File: config.mk
export PLATFORM = sky130hd
export DESIGN_NAME = fpdiv_nr
export DESIGN_NICKNAME = d
export VERILOG_FILES = /design/src/rtl/fpdiv_pkg.sv /design/src/rtl/fpdiv_unpack.sv /design/src/rtl/fpdiv_stage.sv /design/src/rtl/fpdiv_norm.sv /design/src/rtl/fpdiv_nr.sv
export SDC_FILE = /design/constraint.sdc
export NUM_CORES = 2
export LEC_CHECK = 0
export BUFFER_PORTS_ARGS = -buffer_cell sky130_fd_sc_hd__buf_2
export CAP_MARGIN = 5
export CORE_ASPECT_RATIO = 0.8
export CORE_MARGIN = 2
export CORE_UTILIZATION = 35
export DETAILED_ROUTE_END_ITERATION = 8
export REMOVE_ABC_BUFFERS = 1
export SYNTH_ARGS = -nofsm -noshare
export SYNTH_HDL_FRONTEND = slang
export SYNTH_SLANG_ARGS = --single-unit
export TNS_END_PERCENT = 100
File: constraint.sdc
create_clock -name clk -period 16.1 [get_ports clk]
set_clock_uncertainty 0.2 [all_clocks]
set_input_delay 0.805 -clock clk [delete_from_list [all_inputs] [get_ports clk]]
set_output_delay 0.805 -clock clk [all_outputs]
set_load 0.02 [all_outputs]
File: src/rtl/fpdiv_pkg.sv
package fpdiv_pkg;

  // Direction of one nonrestoring step.
  typedef enum logic {NR_SUB = 1'b0, NR_ADD = 1'b1} nr_op_e;

  function automatic int ceil_div(input int num, input int den);
    return (num + den - 1) / den;
  endfunction

endpackage

File: src/rtl/fpdiv_unpack.sv
module fpdiv_unpack #(
  parameter int EXP_W  = 7,
  parameter int FRAC_W = 15,
  parameter int SIG_W  = FRAC_W + 1,
  parameter int EXP_IW = EXP_W + 2
) (
  input  logic [EXP_W+FRAC_W:0] a,
  input  logic [EXP_W+FRAC_W:0] b,
  output logic [SIG_W-1:0]      sig_a,
  output logic [SIG_W-1:0]      sig_b,
  output logic                  sign,
  output logic [EXP_IW-1:0]     exp_raw,
  output logic                  dz
);
  localparam int W    = 1 + EXP_W + FRAC_W;
  localparam int BIAS = (2 ** (EXP_W - 1)) - 1;
  localparam logic [EXP_IW-1:0] BIAS_V = EXP_IW'(BIAS);

  logic [EXP_W-1:0]  ea, eb;
  logic [FRAC_W-1:0] fa, fb;

  assign ea = a[W-2:FRAC_W];
  assign eb = b[W-2:FRAC_W];
  assign fa = a[FRAC_W-1:0];
  assign fb = b[FRAC_W-1:0];

  assign sig_a   = {1'b1, fa};
  assign sig_b   = {1'b1, fb};
  assign sign    = a[W-1] ^ b[W-1];
  assign exp_raw = EXP_IW'(ea) - EXP_IW'(eb) + BIAS_V;
  assign dz      = (eb == '0) && (fb == '0);
endmodule

File: src/rtl/fpdiv_stage.sv
module fpdiv_stage import fpdiv_pkg::*; #(
  parameter int SIG_W  = 16,
  parameter int REM_W  = 19,
  parameter int Q_W    = 17,
  parameter int EXP_IW = 9,
  parameter int STEPS  = 4,
  parameter bit FIRST  = 1'b0
) (
  input  logic              clk,
  input  logic              rst_n,
  input  logic              adv,
  input  logic              in_valid,
  input  logic [REM_W-1:0]  in_rem,
  input  logic [SIG_W-1:0]  in_div,
  input  logic [Q_W-1:0]    in_q,
  input  logic              in_sign,
  input  logic [EXP_IW-1:0] in_exp,
  input  logic              in_dz,
  output logic              out_valid,
  output logic [REM_W-1:0]  out_rem,
  output logic [SIG_W-1:0]  out_div,
  output logic [Q_W-1:0]    out_q,
  output logic              out_sign,
  output logic [EXP_IW-1:0] out_exp,
  output logic              out_dz
);
  logic [REM_W-1:0] rem_c;
  logic [REM_W-1:0] dvs;
  logic [Q_W-1:0]   q_c;
  nr_op_e           op;

  assign dvs = REM_W'(in_div);

  always_comb begin
    rem_c = in_rem;
    q_c   = in_q;
    op    = NR_SUB;
    for (int i = 0; i < STEPS; i++) begin
      if (FIRST && (i == 0)) begin
        rem_c = rem_c - dvs;
      end else begin
        op    = rem_c[REM_W-1] ? NR_ADD : NR_SUB;
        rem_c = {rem_c[REM_W-2:0], 1'b0};
        rem_c = (op == NR_ADD) ? (rem_c + dvs) : (rem_c - dvs);
      end
      q_c = {q_c[Q_W-2:0], ~rem_c[REM_W-1]};
    end
  end

  always_ff @(posedge clk) begin
    if (!rst_n) begin
      out_valid <= 1'b0;
      out_rem   <= '0;
      out_div   <= '0;
      out_q     <= '0;
      out_sign  <= 1'b0;
      out_exp   <= '0;
      out_dz    <= 1'b0;
    end else if (adv) begin
      out_valid <= in_valid;
      out_rem   <= rem_c;
      out_div   <= in_div;
      out_q     <= q_c;
      out_sign  <= in_sign;
      out_exp   <= in_exp;
      out_dz    <= in_dz;
    end
  end
endmodule

File: src/rtl/fpdiv_norm.sv
module fpdiv_norm #(
  parameter int EXP_W  = 7,
  parameter int FRAC_W = 15,
  parameter int Q_W    = FRAC_W + 2,
  parameter int EXP_IW = EXP_W + 2
) (
  input  logic                  valid,
  input  logic [Q_W-1:0]        q,
  input  logic                  sign,
  input  logic [EXP_IW-1:0]     exp_raw,
  input  logic                  dz,
  output logic [EXP_W+FRAC_W:0] word,
  output logic                  dz_flag
);
  logic              msb;
  logic [FRAC_W-1:0] frac;
  logic [EXP_IW-1:0] exp_adj;

  assign msb     = q[Q_W-1];
  assign frac    = msb ? q[Q_W-2:1] : q[Q_W-3:0];
  assign exp_adj = exp_raw - EXP_IW'(!msb);

  always_comb begin
    if (dz) word = {sign, {EXP_W{1'b1}}, {FRAC_W{1'b0}}};
    else    word = {sign, exp_adj[EXP_W-1:0], frac};
  end

  assign dz_flag = valid & dz;
endmodule

File: src/rtl/fpdiv_nr.sv
module fpdiv_nr import fpdiv_pkg::*; #(
  parameter int EXP_W          = 7,
  parameter int FRAC_W         = 15,
  parameter int BITS_PER_STAGE = 4
) (
  input  logic                  clk,
  input  logic                  rst_n,
  input  logic                  in_valid,
  output logic                  in_ready,
  input  logic [EXP_W+FRAC_W:0] in_a,
  input  logic [EXP_W+FRAC_W:0] in_b,
  output logic                  out_valid,
  input  logic                  out_ready,
  output logic [EXP_W+FRAC_W:0] out_q,
  output logic                  out_dz
);
  localparam int SIG_W  = FRAC_W + 1;
  localparam int NQ     = SIG_W + 1;
  localparam int NSTG   = ceil_div(NQ, BITS_PER_STAGE);
  localparam int REM_W  = SIG_W + 3;
  localparam int EXP_IW = EXP_W + 2;

  logic              v_a    [0:NSTG];
  logic [REM_W-1:0]  rem_a  [0:NSTG];
  logic [SIG_W-1:0]  div_a  [0:NSTG];
  logic [NQ-1:0]     q_a    [0:NSTG];
  logic              sign_a [0:NSTG];
  logic [EXP_IW-1:0] exp_a  [0:NSTG];
  logic              dz_a   [0:NSTG];
  logic [SIG_W-1:0]  sig_a;
  logic              adv;

  assign adv      = !v_a[NSTG] || out_ready;
  assign in_ready = adv;

  fpdiv_unpack #(.EXP_W(EXP_W), .FRAC_W(FRAC_W), .SIG_W(SIG_W), .EXP_IW(EXP_IW)) u_unpack (
    .a(in_a), .b(in_b), .sig_a(sig_a), .sig_b(div_a[0]),
    .sign(sign_a[0]), .exp_raw(exp_a[0]), .dz(dz_a[0])
  );

  assign v_a[0]   = in_valid;
  assign rem_a[0] = REM_W'(sig_a);
  assign q_a[0]   = '0;

  for (genvar g = 0; g < NSTG; g++) begin : g_stage
    localparam int STEPS = (g == NSTG - 1) ? (NQ - (NSTG - 1) * BITS_PER_STAGE) : BITS_PER_STAGE;
    fpdiv_stage #(
      .SIG_W(SIG_W), .REM_W(REM_W), .Q_W(NQ), .EXP_IW(EXP_IW),
      .STEPS(STEPS), .FIRST(g == 0)
    ) u_stage (
      .clk(clk), .rst_n(rst_n), .adv(adv),
      .in_valid(v_a[g]), .in_rem(rem_a[g]), .in_div(div_a[g]), .in_q(q_a[g]),
      .in_sign(sign_a[g]), .in_exp(exp_a[g]), .in_dz(dz_a[g]),
      .out_valid(v_a[g+1]), .out_rem(rem_a[g+1]), .out_div(div_a[g+1]), .out_q(q_a[g+1]),
      .out_sign(sign_a[g+1]), .out_exp(exp_a[g+1]), .out_dz(dz_a[g+1])
    );
  end

  fpdiv_norm #(.EXP_W(EXP_W), .FRAC_W(FRAC_W), .Q_W(NQ), .EXP_IW(EXP_IW)) u_norm (
    .valid(v_a[NSTG]), .q(q_a[NSTG]), .sign(sign_a[NSTG]), .exp_raw(exp_a[NSTG]),
    .dz(dz_a[NSTG]), .word(out_q), .dz_flag(out_dz)
  );

  assign out_valid = v_a[NSTG];
endmodule

# Yosys cells after proc, flatten, opt, wreduce, memory -nomap -nowiden
# Index checks and enable logic that the tools add are counted.
# Widths: inputs -> output; s select.
[word_totals]
in_bits = 50
elab_cells = 128
output_inout_bits = 26
ff_bits = 247
[classes]
muxes = 34
bitwise_logic = 19
reduce_logical = 6
n_addsub = 36
[ops]
columns = ["operator", "n"]
rows = [
  ["$add 19x16->19", 16],
  ["$mux 19", 16],
  ["$sub 19x16->19", 16],
  ["$mux 22", 1],
  ["$not 1->1", 17],
  ["$sub 16x16->17", 1],
  ["$mux 1", 16],
  ["$logic_not 15->1", 1],
  ["$mux 15", 1],
  ["$add 7x6->7 const B", 1],
  ["$logic_not 7->1", 1],
  ["$sub 7x1->7", 1],
  ["$sub 7x7->7", 1],
  ["$logic_not 1->1", 2],
  ["$and 1x1->1", 1],
  ["$logic_and 1x1->1", 1],
  ["$logic_or 1x1->1", 1],
  ["$xor 1x1->1", 1],
]

# Depth between registers and ports, before layout
[depth]
depth_word = 9
mapped_depth = 42

# By module
# A second synthesis with hierarchy kept.
[hier_totals]
cells_unflattened = 4795
hier_area_um2 = 37596.1
[by_module_without_submodules]
columns = ["module", "cells_per_inst", "instances", "seq_area_each_um2", "area_per_inst_um2"]
rows = [
  ["fpdiv_stage (g_stage[1].u_stage)", 1063, 1, 1261.2, 8360.5],
  ["fpdiv_stage (g_stage[3].u_stage)", 1056, 1, 1261.2, 8287.9],
  ["fpdiv_stage (g_stage[2].u_stage)", 1060, 1, 1261.2, 8205.4],
  ["fpdiv_stage (g_stage[0].u_stage)", 981, 1, 1261.2, 7666.1],
  ["fpdiv_stage (g_stage[4].u_stage)", 472, 1, 1261.2, 3917.5],
  ["fpdiv_unpack", 100, 1, 0.0, 718.2],
  ["fpdiv_norm", 61, 1, 0.0, 430.4],
  ["fpdiv_nr", 2, 1, 0.0, 10.0],
]

# Worst setup path after synthesis
# Ideal clock, no wire load.
[synth_path]
path_type = "input port to flip-flop"
from = "in in_a[0]"
to = "reg g_stage[0].u_stage.out_rem[17]"
arrival_time_ps = 7643
stages = 38
setup_slack_ps = 8125
setup_ps = 132
n_path_buf = 2
t_required_ps = 15768
cell_sequence = "inv_1 ha_1 fa_1 nor2b_1 o21ai_0 a21boi_0 o21a_1 nor2_1 xnor2_1 ha_1 clkbuf_1 a21oi_1 o21bai_1 a21oi_1 o221ai_1 o41ai_1 nor2b_1 o21ai_0 [2 not listed] clkbuf_1 nor2_1 xor2_1 ha_1 a21o_1 a21o_1 a21o_1 a21o_1 a21oi_1 nor2_1 o21a_1 o41a_1 a221o_1 a31oi_1 nor2_1 o31ai_1 xnor2_1 a21oi_1"
[synth_via]
elab_chain_cells = 7
elab_cells_between_ends = 13
[synth_rtl]
columns = ["element", "line_no", "source"]
rows = [
  ["start, declared", "fpdiv_nr.sv:10", "input logic [EXP_W+FRAC_W:0] in_a,"],
  ["$sub 16x16->17 (*)", "fpdiv_stage.sv:40", "rem_c = rem_c - dvs;"],
  ["$sub 19x16->19 (tied with other cells)", "fpdiv_stage.sv:44", "rem_c = (op == NR_ADD) ? (rem_c + dvs) : (rem_c - dvs);"],
  ["$mux 19 (*)", "fpdiv_stage.sv:44", ""],
  ["$sub 19x16->19 (tied with other cells)", "fpdiv_stage.sv:44", ""],
  ["$mux 19 (*)", "fpdiv_stage.sv:44", ""],
  ["$sub 19x16->19 (tied with other cells)", "fpdiv_stage.sv:44", ""],
  ["$mux 19 (*)", "fpdiv_stage.sv:44", ""],
  ["end signal, assigned", "fpdiv_stage.sv:61", "out_rem <= rem_c;"],
  ["end, declared", "fpdiv_stage.sv:20", "output logic [REM_W-1:0] out_rem,"],
]
# Every way passes the cells marked *; elsewhere a longest branch is shown, timed or not.
# A chain may end at the register's enable or synchronous reset.

# Worst setup path after layout
[layout_path]
from = "reg g_stage[2].u_stage.out_div[2]"
to = "reg g_stage[3].u_stage.out_rem[18]"
[layout_via]
elab_chain_cells = 8
elab_cells_between_ends = 15
[layout_rtl]
columns = ["element", "line_no", "source"]
rows = [
  ["start, declared", "fpdiv_stage.sv:21", "output logic [SIG_W-1:0] out_div,"],
  ["start signal, assigned", "fpdiv_stage.sv:62", "out_div <= in_div;"],
  ["$sub 19x16->19 or $add 19x16->19 (tied branches)", "fpdiv_stage.sv:44", ""],
  ["$mux 19", "fpdiv_stage.sv:44", ""],
  ["$sub 19x16->19 (tied with other cells)", "fpdiv_stage.sv:44", ""],
  ["$mux 19", "fpdiv_stage.sv:44", ""],
  ["$sub 19x16->19 (tied with other cells)", "fpdiv_stage.sv:44", ""],
  ["$mux 19", "fpdiv_stage.sv:44", ""],
  ["$sub 19x16->19 (tied with other cells)", "fpdiv_stage.sv:44", ""],
  ["$mux 19 (*)", "fpdiv_stage.sv:44", ""],
  ["end signal, assigned", "fpdiv_stage.sv:61", ""],
  ["end, declared", "fpdiv_stage.sv:20", ""],
]
# Marks and branches as above.

==> run_results.csv <==
group,metric,value,unit
die,coreArea,0.0876,mm^2
yosys,yosys_most_used_dff,"dfxtp_1",
sta,worst_slew_pin_slew,1.17,ns
die,die_h,270,um
worst_setup_path,slowest_delay,0.84,ns
route,wl_per_cell,16.0,um
worst_setup_path,critPathLaunchType,"flip-flop",
place,globalplace.congestion,0.906,
sta,hold_viol,0,
global_route,grt.overflow.total,0,
cts,ctsHoldBuffers,0,
global_route,grt_pass1_vias,26100,
yosys,syn_area,0.0310,mm^2
route,met2_length,35.1,mm
cts,post_cts_resized,0,
cts,cts_max_level,1,
yosys,synth_common_cells,"560 x a21oi_1, 489 x ha_1, 466 x nand2_1",
worst_setup_path,reg2regPathDepth,36,
finish,diodes,0,
yosys,postSynthCellCount,4247,
route,drc,0,
worst_setup_path,cp.arrival,9.54,ns
yosys,synth.top_cell.area_share,19.7,%
yosys,yosys.area.top_type,"ha_1",
sta,holdWs,0.249,ns
yosys,synth_edf_count,0,
sta,period_share,57.9,%
worst_setup_path,cp_top_family,"compound AO/OA/AOI/OAI gates",
cts,cts_tree,"done",
yosys,ys_warn_count,0,
global_route,grt_pass1_wl,139,mm
worst_setup_path,r2r_slack,6.78,ns
worst_hold_path,worstHoldPathCells,2,
cts,clockRootBuffer,"clkbuf_16",
die,fp.dieArea,0.0910,mm^2
yosys,synthArstFlopShare,0,%
yosys,ys_types,98,
finish,instances_no_fill,5402,
sta,finalSetupTns,0,ns
worst_setup_path,critPathRequiredTime,16.33,ns
die,pin_count,76,
route,ant_nets,0,
place,io_buffers,75,
sta,finalSetupViolCount,0,
sta,slew_headroom,19.9,%
sta,period_minus_slack,9.32,ns
cts,cts_sinks,243,
finish,drive_gt1_share,5.27,%
yosys,synth_area_leaders,"ha_1 20%, dfxtp_1 16%, a21oi_1 9.0%",
route,drt_pre_antenna_iters,5,
worst_setup_path,worst-path-buf-inv,2,
sta,max_clock_freq,0.107,GHz
flow_run,drv_cap,0,
worst_hold_path,hold_path_class,"flip-flop to flip-flop",
worst_setup_path,critPathCaptureType,"flip-flop",
place,post-place-cells,5351,
worst_setup_path,cp_max_fo,30,
yosys,syn_avg_cell_area,7.30,um^2
sta,rsz0062_at_grt,"no",
yosys,synth_seq_area_share,15.7,%
global_route,grt_max_degree,128,
route,highest_layer,"met4",
sta,slew_violations,0,
route,num_vias,28800,
finish,area_delta_synth_final,7.37,%
worst_setup_path,path_depth,36,
route,drt-vias-per-instance,5.34,
worst_setup_path,crit_path_top_delay_cell,"a2111oi_0",
global_route,antenna_found_initial,0,
worst_setup_path,critPathKind,"flip-flop to flip-flop",
status,status,"complete, no violations",
route,drt_iter0_drc,2373,
route,wl,86.5,mm
cts,clockBufferDepth,3,
cts,clock_latency,0.59,ns
finish,final.fill_count,9298,
route,wl_met3,3.99,mm
finish,nNetsFinal,4750,
cts,cts.clk_slew.worst_paths,0.07,ns
cts,cts_made_buffers,29,
global_route,grt.total_usage,18.2,%
die,rows,97,
place,placed_cell_area,0.0324,mm^2
yosys,yosys_register_bits,243,
die,start_util,35.4,%
die,die_x,337,um
place,hpwl,68.5,mm
cts,cts_setup_buffers,0,
finish,design_area,0.0333,mm^2
route,wl_met1,46.5,mm
yosys,yosysMostFrequentCell,"a21oi_1",
==> path summary, 6_finish.rpt <==
path / endpoint / from
worst min register to register: g_stage[3].u_stage.out_q[10]$_SDFFE_PN0P_ / g_stage[3].u_stage.out_q[10]$_SDFFE_PN0P_
worst max-delay path: g_stage[3].u_stage.out_rem[18]$_SDFFE_PN0P_ / g_stage[2].u_stage.out_div[2]$_SDFFE_PN0P_
worst min-delay path: g_stage[3].u_stage.out_q[10]$_SDFFE_PN0P_ / g_stage[3].u_stage.out_q[10]$_SDFFE_PN0P_
worst max register to register: g_stage[3].u_stage.out_rem[18]$_SDFFE_PN0P_ / g_stage[2].u_stage.out_div[2]$_SDFFE_PN0P_
==> registers in the layout (all words and copies together), names as in the netlist <==
register and flops:
g_stage.u_stage.out_exp 35, g_stage.u_stage.out_dz 5, g_stage.u_stage.out_rem 72, g_stage.u_stage.out_div 64
g_stage.u_stage.out_q 57, g_stage.u_stage.out_valid 5, g_stage.u_stage.out_sign 5
==> layout make-up <==
| type | count | area [um^2] | area share [%] |
|---|---|---|---|
| flip-flops and latches | 243 | 4860 | 14.6 |
| multi-input cells | 3506 | 24300 | 72.9 |
| repair buffers | 101 | 571 | 1.71 |
| inverters | 313 | 1190 | 3.57 |
| clock buffers | 44 | 842 | 2.53 |
| clock inverters | 7 | 83.8 | 0.252 |
| well taps | 1188 | 1490 | 4.47 |
==> logic make-up after synthesis <==
kind of cell               Yosys count  synth area share, %
xor gates and xnor gates           301                 8.73
adders and majority gates          506                 20.8
AOI/OAI and AO/OA                 1322                 26.7
and+or+nand+nor                   1274                 18.3
DFF                                243                 15.7
buffers and inverters              498                 6.19
muxes                              103                 3.58
==> through the flow <==
step	util, %	setup WS, ns
6_report	38.0	6.78
3_3_place_gp	36.9	7.05
2_1_floorplan	-	2.06
4_1_cts	38.0	6.88
5_1_grt	38.0	5.94
3_5_place_dp	36.9	6.92
==> layer usage <==
| metal | GRT usage (%) | up-vias |
|---|---|---|
| met3 | 1.90 | 59 |
| met4 | 1.88 | 0 |
| met2 | 26.9 | 593 |
| li1 | - | 14800 |
| met5 | 0 | - |
| met1 | 28.8 | 13400 |
==> worst reg2reg max path: cells and delay by family (launching register included) <==
kind                     cells  cell delay, ns
flip-flops                   1            0.52
multiplexers                 3            0.48
adder cells (fa/ha/maj)      3            1.16
XOR/XNOR                     3            0.56
AND/OR/NAND/NOR              7            1.28
AO/OA/AOI/OAI               18            4.32
buffers and inverters        2            0.63
==> layout by cell type (no fill, tap or decap), types with 44 or more instances in the layout <==
master	instances
a211oi_1	57
a21o_1	74
a21oi_1	560
buf_2	75
dfxtp_1	243
ha_1	489
inv_1	310
mux2i_1	95
nand2_1	466
nand2b_1	75
nand3_1	44
nor2_1	405
nor3_1	110
o21ai_0	221
o21bai_1	80
xnor2_1	215
xor2_1	75
Power is not shown: default switching activity piles up to over one toggle a cycle in this logic, so the estimate is an artifact.
